**config.mk**
```make
export PLATFORM = sky130hd
export DESIGN_NAME = uart_xcvr
export DESIGN_NICKNAME = d
export VERILOG_FILES = /design/src/rtl/uart_xcvr_pkg.sv /design/src/rtl/uart_xcvr_lines.sv /design/src/rtl/uart_xcvr_tx.sv /design/src/rtl/uart_xcvr_rx.sv /design/src/rtl/uart_xcvr.sv
export SDC_FILE = /design/constraint.sdc
export NUM_CORES = 1
export LEC_CHECK = 0
export BUFFER_PORTS_ARGS = -buffer_cell sky130_fd_sc_hd__buf_4
export CAP_MARGIN = 25
export CORE_AREA = 10 10 110 72
export CTS_CLUSTER_DIAMETER = 40
export DETAILED_ROUTE_END_ITERATION = 8
export DIE_AREA = 0 0 120 82
export PLACE_DENSITY = 0.73
export SYNTH_ARGS = -nofsm -noshare
export SYNTH_HDL_FRONTEND = slang
export SYNTH_SLANG_ARGS = --single-unit
```
**constraint.sdc**
```tcl
create_clock -name clk -period 2 [get_ports clk]
set_clock_uncertainty 0.05 [all_clocks]
set_input_delay 0.1 -clock clk [delete_from_list [all_inputs] [get_ports clk]]
set_output_delay 0.1 -clock clk [all_outputs]
set_load 0.02 [all_outputs]
```
**src/rtl/uart_xcvr_pkg.sv**
```systemverilog
package uart_xcvr_pkg;

    typedef enum logic [2:0] {
        PAR_NONE  = 3'd0,
        PAR_ODD   = 3'd1,
        PAR_EVEN  = 3'd2,
        PAR_ONE   = 3'd3,
        PAR_ZERO  = 3'd4
    } par_mode_e;

    // Parity bit that goes with a character under the given mode.
    function automatic logic parity_of(input logic [7:0] d,
                                       input logic       seven,
                                       input logic [2:0] mode);
        logic [7:0] m;
        m = seven ? {1'b0, d[6:0]} : d;
        case (mode)
            3'd1:    return ~^m;
            3'd2:    return ^m;
            3'd3:    return 1'b1;
            default: return 1'b0;
        endcase
    endfunction

endpackage

```
**src/rtl/uart_xcvr_lines.sv**
```systemverilog
module uart_xcvr_lines #(
    parameter int SYNC_STAGES = 2
) (
    input  logic clk,
    input  logic rst_n,
    input  logic rxd_pin,
    input  logic inv_rxd,
    input  logic cts_pin,
    input  logic inv_cts,
    input  logic rx_almost_full,
    input  logic inv_rts,
    input  logic tx_line,
    input  logic inv_txd,
    output logic rx_line,
    output logic cts_ok,
    output logic rts_pin,
    output logic txd_pin
);

    logic [SYNC_STAGES-1:0] rx_sync_q;
    logic [SYNC_STAGES-1:0] cts_sync_q;

    always_ff @(posedge clk or negedge rst_n) begin
        if (!rst_n) begin
            rx_sync_q  <= '1;
            cts_sync_q <= '0;
        end else begin
            rx_sync_q[0]  <= rxd_pin ^ inv_rxd;
            cts_sync_q[0] <= cts_pin ^ inv_cts;
        end
    end

    for (genvar s = 1; s < SYNC_STAGES; s++) begin : g_sync
        always_ff @(posedge clk or negedge rst_n) begin
            if (!rst_n) begin
                rx_sync_q[s]  <= 1'b1;
                cts_sync_q[s] <= 1'b0;
            end else begin
                rx_sync_q[s]  <= rx_sync_q[s-1];
                cts_sync_q[s] <= cts_sync_q[s-1];
            end
        end
    end

    assign rx_line = rx_sync_q[SYNC_STAGES-1];
    assign cts_ok  = cts_sync_q[SYNC_STAGES-1];
    assign rts_pin = (~rx_almost_full) ^ inv_rts;
    assign txd_pin = tx_line ^ inv_txd;

endmodule

```
**src/rtl/uart_xcvr_tx.sv**
```systemverilog
module uart_xcvr_tx
    import uart_xcvr_pkg::*;
#(
    parameter int TICKS_PER_BIT = 16
) (
    input  logic       clk,
    input  logic       rst_n,
    input  logic       tick,
    input  logic       cfg_seven,
    input  logic       cfg_two_stop,
    input  logic [2:0] cfg_parity,
    input  logic       tx_valid,
    input  logic [7:0] tx_data,
    input  logic       cts_ok,
    input  logic       brk_req,
    output logic       tx_ready,
    output logic       line,
    output logic       txden
);

    localparam int CW = $clog2(TICKS_PER_BIT);
    localparam logic [CW-1:0] LAST_TICK = CW'(TICKS_PER_BIT - 1);

    typedef enum logic [2:0] {
        TX_IDLE, TX_START, TX_DATA, TX_PARITY, TX_STOP, TX_BREAK
    } tx_state_e;

    tx_state_e       state_q, state_d;
    logic [CW-1:0]   cnt_q, cnt_d;
    logic [2:0]      idx_q, idx_d;
    logic            stop_q, stop_d;
    logic [7:0]      shreg_q, shreg_d;
    logic            par_q, par_d;

    logic       bit_end;
    logic       has_par;
    logic [2:0] last_idx;

    assign bit_end  = tick && (cnt_q == LAST_TICK);
    assign has_par  = (cfg_parity != 3'd0);
    assign last_idx = cfg_seven ? 3'd6 : 3'd7;

    always_comb begin
        state_d = state_q;
        cnt_d   = cnt_q;
        idx_d   = idx_q;
        stop_d  = stop_q;
        shreg_d = shreg_q;
        par_d   = par_q;
        if (tick) cnt_d = cnt_q + 1'b1;
        if (bit_end) cnt_d = '0;
        unique case (state_q)
            TX_IDLE: begin
                cnt_d = '0;
                if (brk_req) begin
                    state_d = TX_BREAK;
                end else if (tick && cts_ok && tx_valid) begin
                    state_d = TX_START;
                    shreg_d = tx_data;
                    par_d   = parity_of(tx_data, cfg_seven, cfg_parity);
                end
            end
            TX_BREAK: begin
                cnt_d = '0;
                if (!brk_req) state_d = TX_IDLE;
            end
            TX_START: begin
                if (bit_end) begin
                    state_d = TX_DATA;
                    idx_d   = 3'd0;
                end
            end
            TX_DATA: begin
                if (bit_end) begin
                    if (idx_q == last_idx) begin
                        state_d = has_par ? TX_PARITY : TX_STOP;
                        stop_d  = 1'b0;
                    end else begin
                        idx_d = idx_q + 3'd1;
                    end
                end
            end
            TX_PARITY: begin
                if (bit_end) begin
                    state_d = TX_STOP;
                    stop_d  = 1'b0;
                end
            end
            TX_STOP: begin
                if (bit_end) begin
                    if (cfg_two_stop && !stop_q) stop_d = 1'b1;
                    else                         state_d = TX_IDLE;
                end
            end
            default: state_d = TX_IDLE;
        endcase
    end

    always_ff @(posedge clk or negedge rst_n) begin
        if (!rst_n) begin
            state_q <= TX_IDLE;
            cnt_q   <= '0;
            idx_q   <= '0;
            stop_q  <= 1'b0;
            shreg_q <= '0;
            par_q   <= 1'b0;
        end else begin
            state_q <= state_d;
            cnt_q   <= cnt_d;
            idx_q   <= idx_d;
            stop_q  <= stop_d;
            shreg_q <= shreg_d;
            par_q   <= par_d;
        end
    end

    always_comb begin
        line     = 1'b1;
        txden    = 1'b0;
        tx_ready = 1'b0;
        unique case (state_q)
            TX_IDLE:   tx_ready = tick && cts_ok && !brk_req;
            TX_BREAK:  line = 1'b0;
            TX_START:  begin line = 1'b0;           txden = 1'b1; end
            TX_DATA:   begin line = shreg_q[idx_q]; txden = 1'b1; end
            TX_PARITY: begin line = par_q;          txden = 1'b1; end
            TX_STOP:   begin line = 1'b1;           txden = 1'b1; end
            default:   line = 1'b1;
        endcase
    end

    assert_start_needs_cts_R9: assert property (@(posedge clk) disable iff (!rst_n)
        $rose(txden) |-> $past(cts_ok));
    assert_no_start_in_break_R8: assert property (@(posedge clk) disable iff (!rst_n)
        $rose(txden) |-> !$past(brk_req));
    assert_start_bit_low_R2: assert property (@(posedge clk) disable iff (!rst_n)
        $rose(txden) |-> !line);

endmodule

```
**src/rtl/uart_xcvr_rx.sv**
```systemverilog
module uart_xcvr_rx
    import uart_xcvr_pkg::*;
#(
    parameter int TICKS_PER_BIT = 16
) (
    input  logic       clk,
    input  logic       rst_n,
    input  logic       tick,
    input  logic       cfg_seven,
    input  logic [2:0] cfg_parity,
    input  logic       line,
    output logic       rx_valid,
    output logic [7:0] rx_data,
    output logic       rx_perr,
    output logic       rx_ferr,
    output logic       rx_break
);

    localparam int CW = $clog2(TICKS_PER_BIT);
    localparam logic [CW-1:0] LAST_TICK = CW'(TICKS_PER_BIT - 1);
    localparam logic [CW-1:0] MID_TICK  = CW'(TICKS_PER_BIT / 2 - 1);

    typedef enum logic [2:0] {
        RX_IDLE, RX_START, RX_DATA, RX_PARITY, RX_STOP, RX_WAIT_HIGH
    } rx_state_e;

    rx_state_e     state_q, state_d;
    logic [CW-1:0] cnt_q, cnt_d;
    logic [2:0]    idx_q, idx_d;
    logic [7:0]    shreg_q, shreg_d;
    logic          par_q, par_d;
    logic          ones_q, ones_d;

    logic       rep_valid, rep_break, rep_perr, rep_ferr;
    logic       sample;
    logic       has_par;
    logic [2:0] last_idx;

    assign sample   = tick && (cnt_q == LAST_TICK);
    assign has_par  = (cfg_parity != 3'd0);
    assign last_idx = cfg_seven ? 3'd6 : 3'd7;

    always_comb begin
        state_d   = state_q;
        cnt_d     = cnt_q;
        idx_d     = idx_q;
        shreg_d   = shreg_q;
        par_d     = par_q;
        ones_d    = ones_q;
        rep_valid = 1'b0;
        rep_break = 1'b0;
        rep_perr  = 1'b0;
        rep_ferr  = 1'b0;
        if (tick) cnt_d = cnt_q + 1'b1;
        if (sample) cnt_d = '0;
        unique case (state_q)
            RX_IDLE: begin
                cnt_d = '0;
                if (tick && !line) state_d = RX_START;
            end
            RX_START: begin
                if (tick && cnt_q == MID_TICK) begin
                    cnt_d = '0;
                    if (!line) begin
                        state_d = RX_DATA;
                        idx_d   = 3'd0;
                        shreg_d = '0;
                        ones_d  = 1'b0;
                    end else begin
                        state_d = RX_IDLE;
                    end
                end
            end
            RX_DATA: begin
                if (sample) begin
                    shreg_d[idx_q] = line;
                    ones_d         = ones_q | line;
                    if (idx_q == last_idx) state_d = has_par ? RX_PARITY : RX_STOP;
                    else                   idx_d   = idx_q + 3'd1;
                end
            end
            RX_PARITY: begin
                if (sample) begin
                    par_d   = line;
                    ones_d  = ones_q | line;
                    state_d = RX_STOP;
                end
            end
            RX_STOP: begin
                if (sample) begin
                    if (!line && !ones_q) begin
                        rep_break = 1'b1;
                        state_d   = RX_WAIT_HIGH;
                    end else begin
                        rep_valid = 1'b1;
                        rep_ferr  = !line;
                        rep_perr  = has_par &&
                                    (par_q != parity_of(shreg_q, cfg_seven, cfg_parity));
                        state_d   = line ? RX_IDLE : RX_WAIT_HIGH;
                    end
                end
            end
            RX_WAIT_HIGH: begin
                cnt_d = '0;
                if (line) state_d = RX_IDLE;
            end
            default: state_d = RX_IDLE;
        endcase
    end

    always_ff @(posedge clk or negedge rst_n) begin
        if (!rst_n) begin
            state_q <= RX_IDLE;
            cnt_q   <= '0;
            idx_q   <= '0;
            shreg_q <= '0;
            par_q   <= 1'b0;
            ones_q  <= 1'b0;
        end else begin
            state_q <= state_d;
            cnt_q   <= cnt_d;
            idx_q   <= idx_d;
            shreg_q <= shreg_d;
            par_q   <= par_d;
            ones_q  <= ones_d;
        end
    end

    always_ff @(posedge clk or negedge rst_n) begin
        if (!rst_n) begin
            rx_valid <= 1'b0;
            rx_break <= 1'b0;
            rx_perr  <= 1'b0;
            rx_ferr  <= 1'b0;
            rx_data  <= '0;
        end else begin
            rx_valid <= rep_valid;
            rx_break <= rep_break;
            if (rep_valid) begin
                rx_data <= shreg_q;
                rx_perr <= rep_perr;
                rx_ferr <= rep_ferr;
            end
        end
    end

    assert_valid_one_cycle_R5: assert property (@(posedge clk) disable iff (!rst_n)
        rx_valid |=> !rx_valid);
    assert_seven_bit_msb_R5: assert property (@(posedge clk) disable iff (!rst_n)
        (rx_valid && cfg_seven) |-> !rx_data[7]);
    assert_break_without_data_R7: assert property (@(posedge clk) disable iff (!rst_n)
        rx_break |-> !rx_valid);
    assert_ferr_waits_high_R6: assert property (@(posedge clk) disable iff (!rst_n)
        (rx_valid && rx_ferr) |-> (state_q == RX_WAIT_HIGH));

endmodule

```
**src/rtl/uart_xcvr.sv**
```systemverilog
module uart_xcvr
    import uart_xcvr_pkg::*;
#(
    parameter int TICKS_PER_BIT = 16,
    parameter int SYNC_STAGES   = 2
) (
    input  logic       clk,
    input  logic       rst_n,
    input  logic       tick16,
    input  logic       cfg_seven,
    input  logic       cfg_two_stop,
    input  logic [2:0] cfg_parity,
    input  logic       inv_txd,
    input  logic       inv_rxd,
    input  logic       inv_rts,
    input  logic       inv_cts,
    input  logic       tx_valid,
    input  logic [7:0] tx_data,
    output logic       tx_ready,
    input  logic       tx_break,
    output logic       txd_pin,
    output logic       txden,
    input  logic       rxd_pin,
    output logic       rx_valid,
    output logic [7:0] rx_data,
    output logic       rx_perr,
    output logic       rx_ferr,
    output logic       rx_break,
    input  logic       rx_almost_full,
    output logic       rts_pin,
    input  logic       cts_pin
);

    logic tx_line;
    logic rx_line;
    logic cts_ok;

    uart_xcvr_lines #(.SYNC_STAGES(SYNC_STAGES)) u_lines (
        .clk            (clk),
        .rst_n          (rst_n),
        .rxd_pin        (rxd_pin),
        .inv_rxd        (inv_rxd),
        .cts_pin        (cts_pin),
        .inv_cts        (inv_cts),
        .rx_almost_full (rx_almost_full),
        .inv_rts        (inv_rts),
        .tx_line        (tx_line),
        .inv_txd        (inv_txd),
        .rx_line        (rx_line),
        .cts_ok         (cts_ok),
        .rts_pin        (rts_pin),
        .txd_pin        (txd_pin)
    );

    uart_xcvr_tx #(.TICKS_PER_BIT(TICKS_PER_BIT)) u_tx (
        .clk          (clk),
        .rst_n        (rst_n),
        .tick         (tick16),
        .cfg_seven    (cfg_seven),
        .cfg_two_stop (cfg_two_stop),
        .cfg_parity   (cfg_parity),
        .tx_valid     (tx_valid),
        .tx_data      (tx_data),
        .cts_ok       (cts_ok),
        .brk_req      (tx_break),
        .tx_ready     (tx_ready),
        .line         (tx_line),
        .txden        (txden)
    );

    uart_xcvr_rx #(.TICKS_PER_BIT(TICKS_PER_BIT)) u_rx (
        .clk        (clk),
        .rst_n      (rst_n),
        .tick       (tick16),
        .cfg_seven  (cfg_seven),
        .cfg_parity (cfg_parity),
        .line       (rx_line),
        .rx_valid   (rx_valid),
        .rx_data    (rx_data),
        .rx_perr    (rx_perr),
        .rx_ferr    (rx_ferr),
        .rx_break   (rx_break)
    );

    assert_rts_drops_when_full_R10: assert property (@(posedge clk) disable iff (!rst_n)
        (rx_almost_full && !inv_rts) |-> !rts_pin);

endmodule

```
==> results of run 1 <==
==> sequential cells by signal (all words and copies together), names as in the netlist, 3 cells and up <==
register,flops
u_rx.cnt_q,4
u_tx.shreg_q,8
u_rx.idx_q,3
u_tx.idx_q,3
u_tx.state_q,3
u_rx.state_q,3
u_rx.shreg_q,8
u_rx.rx_data,8
u_tx.cnt_q,4
==> cell usage in the layout (no fill, tap or decap), drive strengths merged, types with 5 or more instances in the layout <==
cell type    synthesis  final
nand2               12     12
xor2                10     10
nor2b                6      6
nor2                26     26
dfrtp               54     54
dlygate4sd3          0     13
o21ai               23     23
nand3               11     11
mux2                21     21
clkbuf              10      7
nor3                11     11
a21oi               17     17
buf                  4     66
mux2i                6      6
nand2b               6      6
xnor2               15     15
inv                  5      5
==> layer usage <==
metal,track usage,part of all wire
met1,0.2130,0.48
met5,0,0
met2,0.2155,0.43
met4,0.02878,0.010
met3,0.03699,0.077
==> power groups by stage <==
stage	Sequential [mW]	Combinational (mW)	Clock (mW)
after floorplan	1.43	1.01	0
after global placement	1.48	1.42	0
after detailed placement	1.49	1.46	0
after CTS	1.47	1.56	0.751
after global routing	1.51	1.75	0.797
final	1.48	1.61	0.731
==> logic make-up (layout without fill, tap and decap cells) <==
family                   count (synthesis)  in the layout  share of synthesized area
AND/OR/NAND/NOR                         88             88                     0.1494
AO/OA/AOI/OAI                           67             67                     0.1465
buffers and inverters                   19             93                    0.02574
adder cells (fa/ha/maj)                  4              4                    0.01661
flip-flops                              56             56                     0.4658
multiplexers                            29             29                     0.1158
XOR/XNOR                                26             26                    0.08012
==> final cells by class <==
type | count | area share
inverters | 5 | 0.004753
repair buffers | 80 | 0.1698
clock buffers | 6 | 0.01838
multi-input cells | 214 | 0.4160
flip-flops and latches | 56 | 0.3555
clock inverters | 2 | 0.008872
well taps | 84 | 0.02662
==> timing repair <==
action	4_1_cts	5_1_grt
gates resized for setup	7	25
endpoints found under the setup margin	4	15
pin swaps	1	6
buffers inserted	0	1
cloned	0	1
endpoints found under the hold margin	64	0
hold buffers	13	0
==> per-stage QoR <==
stage | hold WS [ns] | total power, mW | instance area [um^2] | setup TNS [ns] | instances
global placement | 0.1457 | 2.900 | 3568 | 0 | 424
floorplan | -0.2456 | 2.442 | 3022 | 0 | 289
finish | 0.005146 | 3.821 | 3949 | -0.1466 | 447
global route | 0.004044 | 4.054 | 3949 | -0.2993 | 447
CTS | 0.001659 | 3.774 | 3832 | -0.1848 | 445
detailed placement | 0.1500 | 2.942 | 3568 | -0.06079 | 424
==> worst max-delay path: stages (launching register included) <==
cell,delay (ns)
dfrtp_1,0.43
mux4_2,0.57
a2111oi_4,0.33
a21oi_2,0.08
xor2_2,0.15
buf_6,0.13
==> worst paths after layout <==
check	endpoint	depth (start not counted)
max	txd_pin	5
min	u_tx.shreg_q[0]$_DFFE_PN0P_	2
max reg2reg	u_rx.rx_data[6]$_DFFE_PN0P_	8
min reg2reg	u_lines.rx_line$_DFF_PN1_	0
max in group asynchronous	u_tx.cnt_q[3]$_DFFE_PN0P_	2
min in group asynchronous	u_rx.rx_data[1]$_DFFE_PN0P_	2
==> results.sh, run 1 <==
export IMPL_failed_checks="negative setup slack"
export IMPL_wl_mm=7.496
export IMPL_seqPwrFrac=0.388
export IMPL_worstPathArrival_ns=2.00
export IMPL_drive_above_1_share=0.3058
export IMPL_cp_required_ns=1.85
export IMPL_rsz0062_at_grt="yes"
export IMPL_grt_pass1_wl_mm=11.74
export IMPL_viasPerCell=5.606
export IMPL_nNetsFinal=391
export IMPL_final_seq_area_um2=1404
export IMPL_io_pins=41
export IMPL_setup_viol=1
export IMPL_drtIter0Drc=154
export IMPL_clock_latency_ns=0.31
export IMPL_final_antenna_net_count=0
export IMPL_ys_flop_type="dfrtp_1"
export IMPL_sw_frac_of_total=0.3563
export IMPL_fmax_mhz=465.8
export IMPL_clock_sinks=56
export IMPL_rr_startpoint="u_rx.cnt_q[1]$_DFF_PN0_"
export IMPL_routabilityCongestion=0.8933
export IMPL_maxSlewHeadroom=0.5346
export IMPL_num_rows=22
export IMPL_power_frac_comb=0.420
export IMPL_synth_area_um2=3014
export IMPL_crit_path_max_fanout=3
export IMPL_worst_pin_slew_ns=0.6980
export IMPL_synthTopCellsByCount="dfrtp_1, nor2_1, a21oi_1, mux2_1, o21ai_1"
export IMPL_die_area_um2=9840
export IMPL_synth_yosys_seq_area_share=0.4658
export IMPL_p_clk_frac=0.191
export IMPL_finalMaxSlewViolations=0
export IMPL_n_fill_cell=469
export IMPL_finalCriticalPeriod_ns=2.147
export IMPL_r2r_slack_ns=0.05
export IMPL_end_kind="output port"
export IMPL_crit_type="flip-flop to output port"
export IMPL_hold_viol=0
export IMPL_clk_path_buf_depth=2
export IMPL_vias=2506
export IMPL_antenna_cells=0
export IMPL_powerDensity_nw_per_um2=967.6
export IMPL_place_ws_ns=-0.06079
export IMPL_syn_inst=289
export IMPL_finalWorstSetupSlack_ns=-0.1466
export IMPL_yosys_area_top_type="dfrtp_1"
export IMPL_synthArstFlopShare=1.000
export IMPL_intPower_mw=2.459
export IMPL_cts_htree_levels=2
export IMPL_die_w_um=120
export IMPL_cts_root_buf="clkbuf_8"
export IMPL_utilization=0.6611
export IMPL_switchingPower_mw=1.361
export IMPL_finalCritPeriodShare=1.073
export IMPL_place_detailed_hpwl_mm=5.330
export IMPL_synth_most_common_cell="dfrtp_1"
export IMPL_maxCapViolCount=0
export IMPL_grt_pass1_vias=2330
export IMPL_synth_warnings=0
export IMPL_overflow=0
export IMPL_hold_path_class="primary input to flip-flop"
export IMPL_critPathLaunchType="flip-flop"
export IMPL_netlist_area_leader_share=0.4483
export IMPL_antenna_found_initial=0
export IMPL_multiInputGateArea_um2=1643
export IMPL_portBuffers=40
export IMPL_peakVddDrop_mv=0.5602
export IMPL_startpoint="u_tx.idx_q[0]$_DFFE_PN0P_"
export IMPL_wl_per_cell_um=16.77
export IMPL_initial_core_util=0.5046
export IMPL_die_height_um=82
export IMPL_synth_area_leaders="dfrtp_1, mux2_1, xnor2_1"
export IMPL_numCtsBuffers=5
export IMPL_grtUsageTotal=0.1463
export IMPL_hold_start="tx_data[0]"
export IMPL_synth_edf_count=0
export IMPL_ys_seq_elements=56
export IMPL_grt_max_degree=57
export IMPL_cts_tree="yes"
export IMPL_synth_fp_nets=318
export IMPL_core_area_um2=5973
export IMPL_path_clk_slew_ns=0.10
export IMPL_outcome="finished with violations"
export IMPL_synthDistinctLibCells=50
export IMPL_first_pass_iters=4
export IMPL_syn_to_final_growth_pct=31.01
export IMPL_power_leakage_nw=1.800
export IMPL_drc=0
export IMPL_syn_avg_cell_area_um2=10.43
No activity file was read; power rests on OpenSTA's default activity.
==> inputs of run 2 (changes only) <==
PLACE_DENSITY = 0.75   (was 0.73)
==> results.sh, run 2 (synthesized netlist as in run 1, its figures left out) <==
export IMPL_core_area_um2=5973
export IMPL_finalWorstSetupSlack_ns=-0.1309
export IMPL_antenna_cells=0
export IMPL_final_antenna_net_count=0
export IMPL_drtIter0Drc=229
export IMPL_grt_max_degree=57
export IMPL_end_kind="output port"
export IMPL_crit_path_max_fanout=3
export IMPL_finalMaxSlewViolations=0
export IMPL_rsz0062_at_grt="yes"
export IMPL_vias=2482
export IMPL_crit_slowest_cell="mux4_2"
export IMPL_failed_checks="negative setup slack"
export IMPL_outcome="finished with violations"
export IMPL_clock_latency_ns=0.32
export IMPL_mostFrequentLayoutCell="buf_4"
export IMPL_cpPeakStageDelay_ns=0.52
export IMPL_path_clk_slew_ns=0.11
export IMPL_crit_type="flip-flop to output port"
export IMPL_die_w_um=120
export IMPL_cts_htree_levels=2
export IMPL_clk_path_buf_depth=2
export IMPL_syn_to_final_growth_pct=28.48
export IMPL_io_pins=41
export IMPL_peakVddDrop_mv=0.6681
export IMPL_num_rows=22
export IMPL_wl_met2_mm=3.319
export IMPL_clock_sinks=56
export IMPL_maxCapViolCount=0
export IMPL_cts_tree="yes"
export IMPL_hold_start="tick16"
export IMPL_cp_required_ns=1.85
export IMPL_r2r_slack_ns=0.03
export IMPL_power_leakage_nw=1.783
export IMPL_worstPathArrival_ns=1.98
export IMPL_grtUsageTotal=0.1540
export IMPL_worst_pin_slew_ns=0.7142
export IMPL_setup_viol=1
export IMPL_met3_length_um=508
export IMPL_worst_r2r_path_depth=7
export IMPL_routabilityCongestion=0.8877
export IMPL_grt_pass1_wl_mm=12.28
export IMPL_die_area_um2=9840
export IMPL_overflow=0
export IMPL_finalCriticalPeriod_ns=2.131
export IMPL_hold_end="u_tx.cnt_q[0]$_DFFE_PN0P_"
export IMPL_utilization=0.6483
export IMPL_wl_mm=7.563
export IMPL_drive_above_1_share=0.2722
export IMPL_first_pass_iters=4
export IMPL_place_detailed_hpwl_mm=5.312
export IMPL_cts_root_buf="clkbuf_8"
export IMPL_fmax_mhz=469.3
export IMPL_top_regs="u_rx.rx_data: 8 flops, u_rx.shreg_q: 8 flops, u_tx.shreg_q: 8 flops"
export IMPL_final_cell_mix="buf_4, dfrtp_1, nor2_1"
export IMPL_path_cells="mux4_2, nor2b_4, a2111oi_4, a21oi_2, xor2_2, buf_6"
export IMPL_r2r_end="u_tx.state_q[2]$_DFFE_PN0P_"
export IMPL_antenna_found_initial=0
export IMPL_min_delay_path_depth=3
export IMPL_met1_length_mm=3.626
export IMPL_rr_startpoint="u_tx.idx_q[0]$_DFFE_PN0P_"
export IMPL_critPathLaunchType="flip-flop"
export IMPL_maxSlewHeadroom=0.5238
export IMPL_hold_ws_ns=0.07075
export IMPL_power_total_mw=3.912
export IMPL_hold_viol=0
export IMPL_place_ws_ns=-0.03003
export IMPL_n_fill_cell=481
export IMPL_portBuffers=40
export IMPL_drc=0
export IMPL_initial_core_util=0.5046
export IMPL_routed_top_layer="met4"
export IMPL_wl_per_cell_um=17.03
export IMPL_die_height_um=82
export IMPL_finalCritPeriodShare=1.065
export IMPL_numCtsBuffers=5
export IMPL_grt_pass1_vias=2406
export IMPL_viasPerCell=5.590
export IMPL_nNetsFinal=388
export IMPL_hold_path_class="primary input to flip-flop"
export IMPL_powerDensity_nw_per_um2=1010
[run 2: where the power goes]
group / internal (mW) / switching [mW] / total, mW
Clock: 0.379 / 0.385 / 0.764
Sequential: 1.32 / 0.187 / 1.51
Combinational: 0.809 / 0.833 / 1.64
Total: 2.51 / 1.40 / 3.91
[run 2: how the worst max path moves through the flow]
| stage | start | endpoint | slack [ns] | depth (start not counted) |
|---|---|---|---|---|
| after floorplan | u_tx.idx_q[0]$_DFFE_PN0P_ | txd_pin | 0.03 | 5 |
| after global routing | u_tx.idx_q[0]$_DFFE_PN0P_ | txd_pin | -0.22 | 6 |
| after global placement | u_tx.idx_q[0]$_DFFE_PN0P_ | txd_pin | -0.0005 | 6 |
| final | u_tx.idx_q[0]$_DFFE_PN0P_ | txd_pin | -0.13 | 6 |
| after detailed placement | u_rx.cnt_q[0]$_DFF_PN0_ | u_rx.state_q[0]$_DFFE_PN0P_ | -0.03 | 7 |
| after CTS | u_tx.idx_q[0]$_DFFE_PN0P_ | txd_pin | -0.19 | 5 |
[run 2: per-layer routing]
metal  GRT usage  up-vias
li1            -     1177
met1      0.2195     1192
met2      0.2259       99
met3     0.03767       14
met4     0.04796        0
met5           0        -
[run 2: through the flow]
step	cell area, um^2	std cells	setup TNS [ns]
after floorplan	3022	289	0
after global placement	3553	422	-0.0004614
after detailed placement	3553	422	-0.1008
after CTS	3822	445	-0.1872
after global routing	3872	444	-0.3878
final	3872	444	-0.1309
[run 2: worst max-delay path, delay by kind of cell, from the launching register on]
family | cells | cell delay (ns)
mux | 1 | 0.52
flops | 1 | 0.42
simple gates | 1 | 0.15
buf+inv | 1 | 0.13
xor+xnor | 1 | 0.15
compound gates | 2 | 0.29
[run 2: what timing repair did]
action,4_1_cts,5_1_grt
setup endpoints to repair,4,7
setup buffers,1,0
pin swaps,4,4
endpoints found under the hold margin,65,0
hold buffers,14,0
resized for setup,7,15
[run 2: final cells by class]
type	count	area, um^2	area share
clock inverter	2	38.79	0.01002
tap	84	105.1	0.02714
clock buffer	6	72.57	0.01874
inverter	5	18.77	0.004847
timing repair buffer	77	633.1	0.1635
sequential	56	1404	0.3625
multi-input combinational	214	1600	0.4132
